==> src/rtl/dma_req_router.sv <==
module dma_req_router #(
  parameter int NUM_CH     = 8,
  parameter int NUM_PERIPH = 16,
  parameter int ID_W       = 5,
  parameter int ADDR_W     = 8
) (
  input  logic                  clk,
  input  logic                  rst_n,
  input  logic                  bus_en,
  input  logic                  bus_we,
  input  logic [ADDR_W-1:0]     bus_addr,
  input  logic [3:0]            bus_strb,
  input  logic [31:0]           bus_wdata,
  output logic [31:0]           bus_rdata,
  input  logic [NUM_PERIPH-1:0] periph_req,
  output logic [NUM_PERIPH-1:0] periph_ack,
  output logic [NUM_CH-1:0]     dma_req,
  input  logic [NUM_CH-1:0]     dma_ack
);
  localparam int FIRST_ID  = 2;
  localparam int LAST_ID   = FIRST_ID + NUM_PERIPH - 1;
  localparam int IDX_W     = (NUM_CH > 1) ? $clog2(NUM_CH) : 1;
  localparam int PIDX_W    = (NUM_PERIPH > 1) ? $clog2(NUM_PERIPH) : 1;
  localparam int MAP_BYTES = 4 * NUM_CH;

  logic [ID_W-1:0]        sel_id  [NUM_CH];
  logic [PIDX_W-1:0]      ch_pidx [NUM_CH];
  logic [NUM_CH-1:0]      ch_hit;
  logic [NUM_CH*ID_W-1:0] cfg_flat;
  logic [IDX_W-1:0]       word_idx;
  logic                   addr_ok, wr_ok;

  assign addr_ok  = (bus_addr[1:0] == 2'b00) && (int'(bus_addr) < MAP_BYTES);
  assign word_idx = bus_addr[IDX_W+1:2];
  assign wr_ok    = bus_en && bus_we && (bus_strb == 4'hF) && addr_ok;

  assign bus_rdata = (bus_en && !bus_we && addr_ok) ?
                     {{(32-ID_W){1'b0}}, sel_id[word_idx]} : '0;

  for (genvar c = 0; c < NUM_CH; c++) begin : g_ch
    logic [ID_W-1:0] off;

    always_ff @(posedge clk or negedge rst_n) begin
      if (!rst_n)
        sel_id[c] <= '0;
      else if (wr_ok && (word_idx == IDX_W'(c)))
        sel_id[c] <= bus_wdata[ID_W-1:0];
    end

    assign off        = sel_id[c] - ID_W'(FIRST_ID);
    assign ch_pidx[c] = off[PIDX_W-1:0];
    assign ch_hit[c]  = (int'(sel_id[c]) >= FIRST_ID) && (int'(sel_id[c]) <= LAST_ID);
    assign dma_req[c] = ch_hit[c] && periph_req[ch_pidx[c]];
    assign cfg_flat[c*ID_W +: ID_W] = sel_id[c];

    AST_IDLE_AFTER_WRITE: assert property (@(posedge clk) disable iff (!rst_n)
      (wr_ok && word_idx == IDX_W'(c) &&
       (int'(bus_wdata[ID_W-1:0]) < FIRST_ID || int'(bus_wdata[ID_W-1:0]) > LAST_ID))
      |=> !dma_req[c]);
  end

  always_comb begin
    periph_ack = '0;
    for (int c = 0; c < NUM_CH; c++)
      for (int p = 0; p < NUM_PERIPH; p++)
        if (ch_hit[c] && ch_pidx[c] == PIDX_W'(p))
          periph_ack[p] = periph_ack[p] | dma_ack[c];
  end

  AST_RESERVED_BITS_ZERO: assert property (@(posedge clk) disable iff (!rst_n)
    bus_rdata[31:ID_W] == '0);
  AST_PARTIAL_WRITE_DROPPED: assert property (@(posedge clk) disable iff (!rst_n)
    (bus_en && bus_we && bus_strb != 4'hF) |=> $stable(cfg_flat));
  AST_UNMAPPED_WRITE_DROPPED: assert property (@(posedge clk) disable iff (!rst_n)
    (bus_en && bus_we && int'(bus_addr) >= MAP_BYTES) |=> $stable(cfg_flat));
  AST_MISALIGNED_WRITE_DROPPED: assert property (@(posedge clk) disable iff (!rst_n)
    (bus_en && bus_we && bus_addr[1:0] != 2'b00) |=> $stable(cfg_flat));
  AST_NO_ACK_NO_RETURN: assert property (@(posedge clk) disable iff (!rst_n)
    (dma_ack == '0) |-> (periph_ack == '0));
  AST_ACK_COUNT_BOUND: assert property (@(posedge clk) disable iff (!rst_n)
    $countones(periph_ack) <= $countones(dma_ack));
endmodule

==> config.mk <==
export PLATFORM = sky130hd
export DESIGN_NAME = dma_req_router
export DESIGN_NICKNAME = d
export VERILOG_FILES = /design/src/rtl/dma_req_router.sv
export SDC_FILE = /design/constraint.sdc
export NUM_CORES = 1
export LEC_CHECK = 0
export ABC_AREA = 1
export BUFFER_PORTS_ARGS = -buffer_cell sky130_fd_sc_hd__buf_4
export CORE_ASPECT_RATIO = 0.75
export CORE_UTILIZATION = 55
export DETAILED_ROUTE_END_ITERATION = 16
export GPL_ROUTABILITY_DRIVEN = 0
export GPL_TIMING_DRIVEN = 0
export PLACE_DENSITY = 0.8
export SYNTH_ARGS = -nofsm -noshare
export SYNTH_HDL_FRONTEND = slang
export SYNTH_SLANG_ARGS = --single-unit
==> constraint.sdc <==
create_clock -name clk -period 2.5 [get_ports clk]
set_input_delay 0 -clock clk [delete_from_list [all_inputs] [get_ports clk]]
set_output_delay 0 -clock clk [all_outputs]
set_load 0.05 [all_outputs]
* Word-level counts from Yosys, hierarchy flattened
Cells that the tools add are included.
** Word-level totals
- Register bits :: 40
- Bits in latches :: 0
- Memory bits (writable) :: 0
- ROM bits :: 0
- Bits of input ports :: 72
- Output and inout bits :: 56
- Word-level logic and storage cells :: 600
- Memories kept :: 0
** Cells by class
- Add/sub/neg operators :: 8
- $mul :: 0
- Divide/modulo/power cells :: 0
- $lt $le $gt $ge :: 26
- Equality and inequality tests :: 128
- Shifts and indexed selects :: 0
- Mux-type cells :: 148
- Bitwise operators :: 113
- Reductions and logical operators :: 169
** Operators with widths (number)
- 4-bit equality test, second input constant :: 65
- 1-bit logical AND :: 158
- 1-bit two-way mux :: 136
- 4-bit by 3-bit equality test with 1-bit output, second input constant :: 32
- 1-bit bitwise OR :: 112
- 4-bit by 2-bit equality test with 1-bit output, second input constant :: 16
- 5-bit by 2-bit greater-or-equal comparator with 1-bit output, second input constant :: 8
- 5-bit <= comparator, second input constant :: 8
- 4-bit by 5-bit < comparator with 1-bit output, second input constant :: 8
- 1-bit binary-select mux with 4-bit select :: 8
- 4-bit by 1-bit equality test with 1-bit output, second input constant :: 8
- 4-bit zero test :: 8
- 4-bit by 2-bit subtractor with 4-bit output, second input constant :: 8
- 5-bit binary-select mux with 3-bit select :: 1
- 5-bit two-way mux :: 3
- 3-bit equality test, second input constant :: 4
- 8-bit by 6-bit < comparator with 1-bit output, second input constant :: 1
- 3-bit by 2-bit equality test with 1-bit output, second input constant :: 2
- 4-bit greater-or-equal comparator, second input constant :: 1
- 3-bit inverter with 4-bit output :: 1
- 3-bit by 1-bit equality test with 1-bit output, second input constant :: 1
- 3-bit zero test :: 1
- 2-bit zero test :: 1
- 1-bit zero test :: 1

* Logic depth before layout (Yosys ltp)
- Word-level depth :: 18
- Depth in mapped cells :: 12
- Mapped depth without buffers :: 12

* Least setup slack after synthesis
Ideal clock, no wire load.
- Kind :: register to output
- Start :: register sel_id (netlist bit cfg_flat[16])
- End :: output dma_req[3]
- Arrival :: 1909 ps
- Slack :: 591 ps
- Cell stages (with the launch flop) :: 11
- Path through :: dfrtp_1 -> inv_2 -> ha_1 -> nand2_1 -> nand3_1 -> nand3_4 -> buf_6 -> nand2_2 -> inv_2 -> nand2_1 -> nor2_1
** Between the ends
- Longest elaborated chain between the ends :: 4
** RTL lines
- start: declaration :: RTL line 26 : logic [ID_W-1:0] sel_id [NUM_CH];
- start signal: indexed assignment :: RTL line 47 : sel_id[c] <= bus_wdata[ID_W-1:0];
- 4-bit by 2-bit subtractor with 4-bit output :: RTL line 50 : assign off = sel_id[c] - ID_W'(FIRST_ID);
- 1-bit binary-select mux with 4-bit select :: RTL line 53 : assign dma_req[c] = ch_hit[c] && periph_req[ch_pidx[c]];
- 1-bit two-way mux (not written as such) :: RTL line 53
- 1-bit logical AND (*) :: RTL line 53
- end: declaration :: RTL line 17 : output logic [NUM_CH-1:0] dma_req,
Every way passes the cells marked *; elsewhere a longest branch is shown, timed or not. The select of a mux whose other input is x is not followed.

* Worst setup path in the final report
- Start :: register sel_id (netlist bit cfg_flat[1])
- End :: output periph_ack[7]
** Between the ends
- Longest elaborated chain between the ends :: 18
** RTL lines
- 4-bit by 2-bit subtractor with 4-bit output (tied with other cells) :: RTL line 50
- 4-bit by 3-bit equality test with 1-bit output / 1-bit logical AND (equally long branches) :: RTL line 66, 52
- 1-bit logical AND (*) :: RTL line 66 : if (ch_hit[c] && ch_pidx[c] == PIDX_W'(p))
- 1-bit two-way mux (*) :: RTL line 66
- 1-bit bitwise OR :: RTL line 67 : periph_ack[p] = periph_ack[p] | dma_ack[c];
- 1-bit two-way mux (*) :: RTL line 66
- 1-bit bitwise OR :: RTL line 67
- 1-bit two-way mux (*) :: RTL line 66
- [... 2 more ...]
- 1-bit bitwise OR :: RTL line 67
- 1-bit two-way mux (*) :: RTL line 66
- 1-bit bitwise OR :: RTL line 67
- 1-bit two-way mux (*) :: RTL line 66
- 1-bit bitwise OR :: RTL line 67
- 1-bit two-way mux (*) :: RTL line 66
- 1-bit bitwise OR :: RTL line 67
- 1-bit two-way mux (*) :: RTL line 66
- end: declaration :: RTL line 16 : output logic [NUM_PERIPH-1:0] periph_ack,
Every way passes the cells marked *; elsewhere a longest branch is shown, timed or not.

==> metrics.cfg <==
[run_status]
status = finished, final reports clean

[sta]
min_period_ns = 2.36
maxSlewHeadroom_pct = 64.0
final_hold_viol_count = 0
drv_slew = 0
fin_tns_setup_ns = 0
final-setup-viol-count = 0
worst_pin_slew_ns = 0.537
period_share_pct = 94.4
rsz0062_at_grt = no
worst_hold_slack_ns = 0.111
fmax_ghz = 0.424
clock_skew_ns = 0

[route]
drc = 0
first_pass_iters = 6
drt-total-wl_microns = 22100
ant_nets = 0
routed-via-count = 8030
dr.first_iter.drc_count = 944
wl_per_cell_microns = 15.5
via_per_inst = 5.65

[critical_path]
endpoint_kind = primary output
slowest_stage = dfrtp_1
rrSetupSlack_ns = 1.61
worst-path-max-fanout = 10
cp_common_cell = nand2_1
worstRegToRegCells = 2
critical_path_buf_inv_count = 4
rr_startpoint = cfg_flat[15]
worst_setup_path_start_kind = flop
timing.rr.end = cfg_flat[15]
crit_type = flop to primary output
worstPathRequired_ns = 2.50
crit_family = simple AND/OR/NAND/NOR gates
critPathMaxStageDelay_ns = 0.50
worstPathArrival_ns = 2.36
crit_chain = inv_2 > ha_1 > inv_1 > nor3_1 > nand2_2 > buf_8 > nand3_1 > nand2_1 > nor2_1 > nand2_1 > buf_4

[clocking]
cts_num_sinks = 40
h-tree-depth = 2
cts_buffer_depth = 2
cts_buffers = 5
cts-root-buf = clkbuf_16
clk_latency_ns = 0.29
cts_tree = built
clk_pin_slew_ns = 0.06
cts_setup_buffers = 0

[job]
maxCapViolCount = 0

[placement]
numPortBuffers = 68
dp_hpwl_microns = 17600

[die]
ios = 128
die_area_sq_um = 12000
core-area_sq_um = 11100
die_width_microns = 126
rows = 33
initial_core_util_pct = 57.2
chipHeight_microns = 95.1

[worst_hold_path]
hold_depth = 3
min_to = cfg_flat[29]
min_from = bus_wdata[4]
hold_path_class = primary input to flop

[yosys]
syn-cell-area_sq_um = 6350
async_reset_ff_share_pct = 100
yosys_warnings = 0
ys_types = 30
synth-seq-area-share_pct = 15.8
ys.flop_type = dfrtp_1
syn-instance-count = 1180
synth_edf_count = 0
avgSynthCellArea_sq_um = 5.39
ys_seq_elements = 40

[grt]
gr-total-overflow = 0
grt_pass1_vias = 7251
grt_max_degree = 41
grt_pass1_wl_microns = 36000
gr-usage-all-layers_pct = 38.2
antenna_found_initial = 0

[final_layout]
nets = 1369
largest_reg_flops = 40
final_util_pct = 66.1
area_delta_synth_final_pct = 15.5
n_antenna_cell = 0
drive_above_1_share_pct = 14.4

[power]
peakVddDrop_mv = 0.361
power-per-cell-area_nw_per_um2 = 263
power_leakage_nw = 3.98

-- cell families after synthesis --
| logic type | synth area share (%) |
|---|---|
| adders and majority gates | 2.95 |
| and+or+nand+nor | 61.8 |
| AOI/OAI and AO/OA | 6.36 |
| buffers and inverters | 13.1 |
| DFF | 15.8 |
| other | 0.0590 |
-- layout by cell type, fill, tap and decap left out --
cell type / n
buf_4: 101
dfrtp_1: 40
nor2_2: 3
nor2_4: 12
buf_2: 9
nand2_2: 13
nand2_4: 3
a21oi_1: 3
inv_2: 12
o21bai_1: 14
ha_1: 15
clkinv_1: 1
buf_8: 1
nand2_1: 425
clkbuf_2: 5
conb_1: 27
o2111ai_1: 1
nand3_1: 158
dlygate4sd3_1: 1
clkbuf_16: 5
clkbuf_1: 7
bufinv_16: 2
nor2_1: 211
nand3_2: 5
nand3_4: 3
nor3_1: 4
nor3_2: 2
o22ai_1: 14
inv_1: 86
a22oi_1: 5
buf_6: 9
nand4_1: 55
o21ai_0: 30
-- power by group --
group	internal, mW	leakage (nW)	total (mW)	switching (mW)
Clock	0.567	0.0899	0.837	0.270
Combinational	0.127	3.33	0.444	0.317
Sequential	0.649	0.559	0.652	0.00271
-- synthesized netlist by cell type (all sizes together), types with 3 or more instances --
| cell | number | area share [%] |
|---|---|---|
| a21oi | 3 | 0.24 |
| a22oi | 5 | 0.59 |
| buf | 52 | 6.4 |
| clkbuf | 12 | 0.81 |
| dfrtp | 40 | 16 |
| ha | 15 | 3.0 |
| inv | 98 | 5.8 |
| nand2 | 441 | 27 |
| nand3 | 166 | 14 |
| nand4 | 55 | 5.4 |
| nor2 | 226 | 15 |
| nor3 | 6 | 0.55 |
| o21ai | 30 | 2.4 |
| o21bai | 14 | 1.7 |
| o22ai | 14 | 1.4 |
-- tightest hold or removal path, stage by stage --
cell      delay, ns
clkbuf_2       0.18
nand4_1        0.13
nand2_1        0.05
-- area by class of cell --
cell class                      count  area [sq um]
Inverter                           99           372
Fill cell                        1128          3770
Buffer                             64           460
Sequential cell                    40          1000
Multi-Input combinational cell   1003          4630
Timing Repair Buffer               69           520
Clock buffer                        5           125
Clock inverter                      2          60.1
Tap cell                          140           175
-- worst max-delay path by stage --
| stage | startpoint | endpoint | slack (ns) | cells past startpoint |
|---|---|---|---|---|
| finish | cfg_flat[1] | periph_ack[7] | 0.14 | 11 |
| global route | cfg_flat[1] | periph_ack[3] | 0.005 | 12 |
| CTS | cfg_flat[21] | periph_ack[11] | 0.1 | 11 |
| detailed placement | cfg_flat[21] | periph_ack[11] | 0.42 | 11 |
| global placement | cfg_flat[21] | periph_ack[11] | 0.47 | 11 |
| floorplan | cfg_flat[16] | dma_req[3] | 0.59 | 10 |
-- per-stage QoR --
step,instances,instance area (sq um),worst slack (ns),power [mW]
5_1_grt,1422,7340,0.00474,1.99
3_3_place_gp,1414,7140,0.473,1.08
2_1_floorplan,1206,6450,0.591,0.939
3_5_place_dp,1414,7140,0.419,1.08
6_report,1422,7340,0.140,1.93
4_1_cts,1422,7330,0.0977,1.91
-- metal layers --
| layer | wire, microns | global-route usage, % | part of all wire, % | vias to the layer above |
|---|---|---|---|---|
| met4 | 468 | 9.54 | 2.1 | 0 |
| met2 | 9440 | 62.3 | 43 | 490 |
| li1 | - | - | - | 3960 |
| met3 | 3090 | 9.09 | 14 | 59 |
| met5 | 0 | 0 | 0 | - |
| met1 | 9110 | 51.2 | 41 | 3521 |
-- timing repair --
action,4_1_cts,5_1_grt
endpoints found under the setup margin,0,3
resized for setup,0,2
hold buffers,1,0
endpoints found under the hold margin,40,0
(Power assumes the default switching activity.)
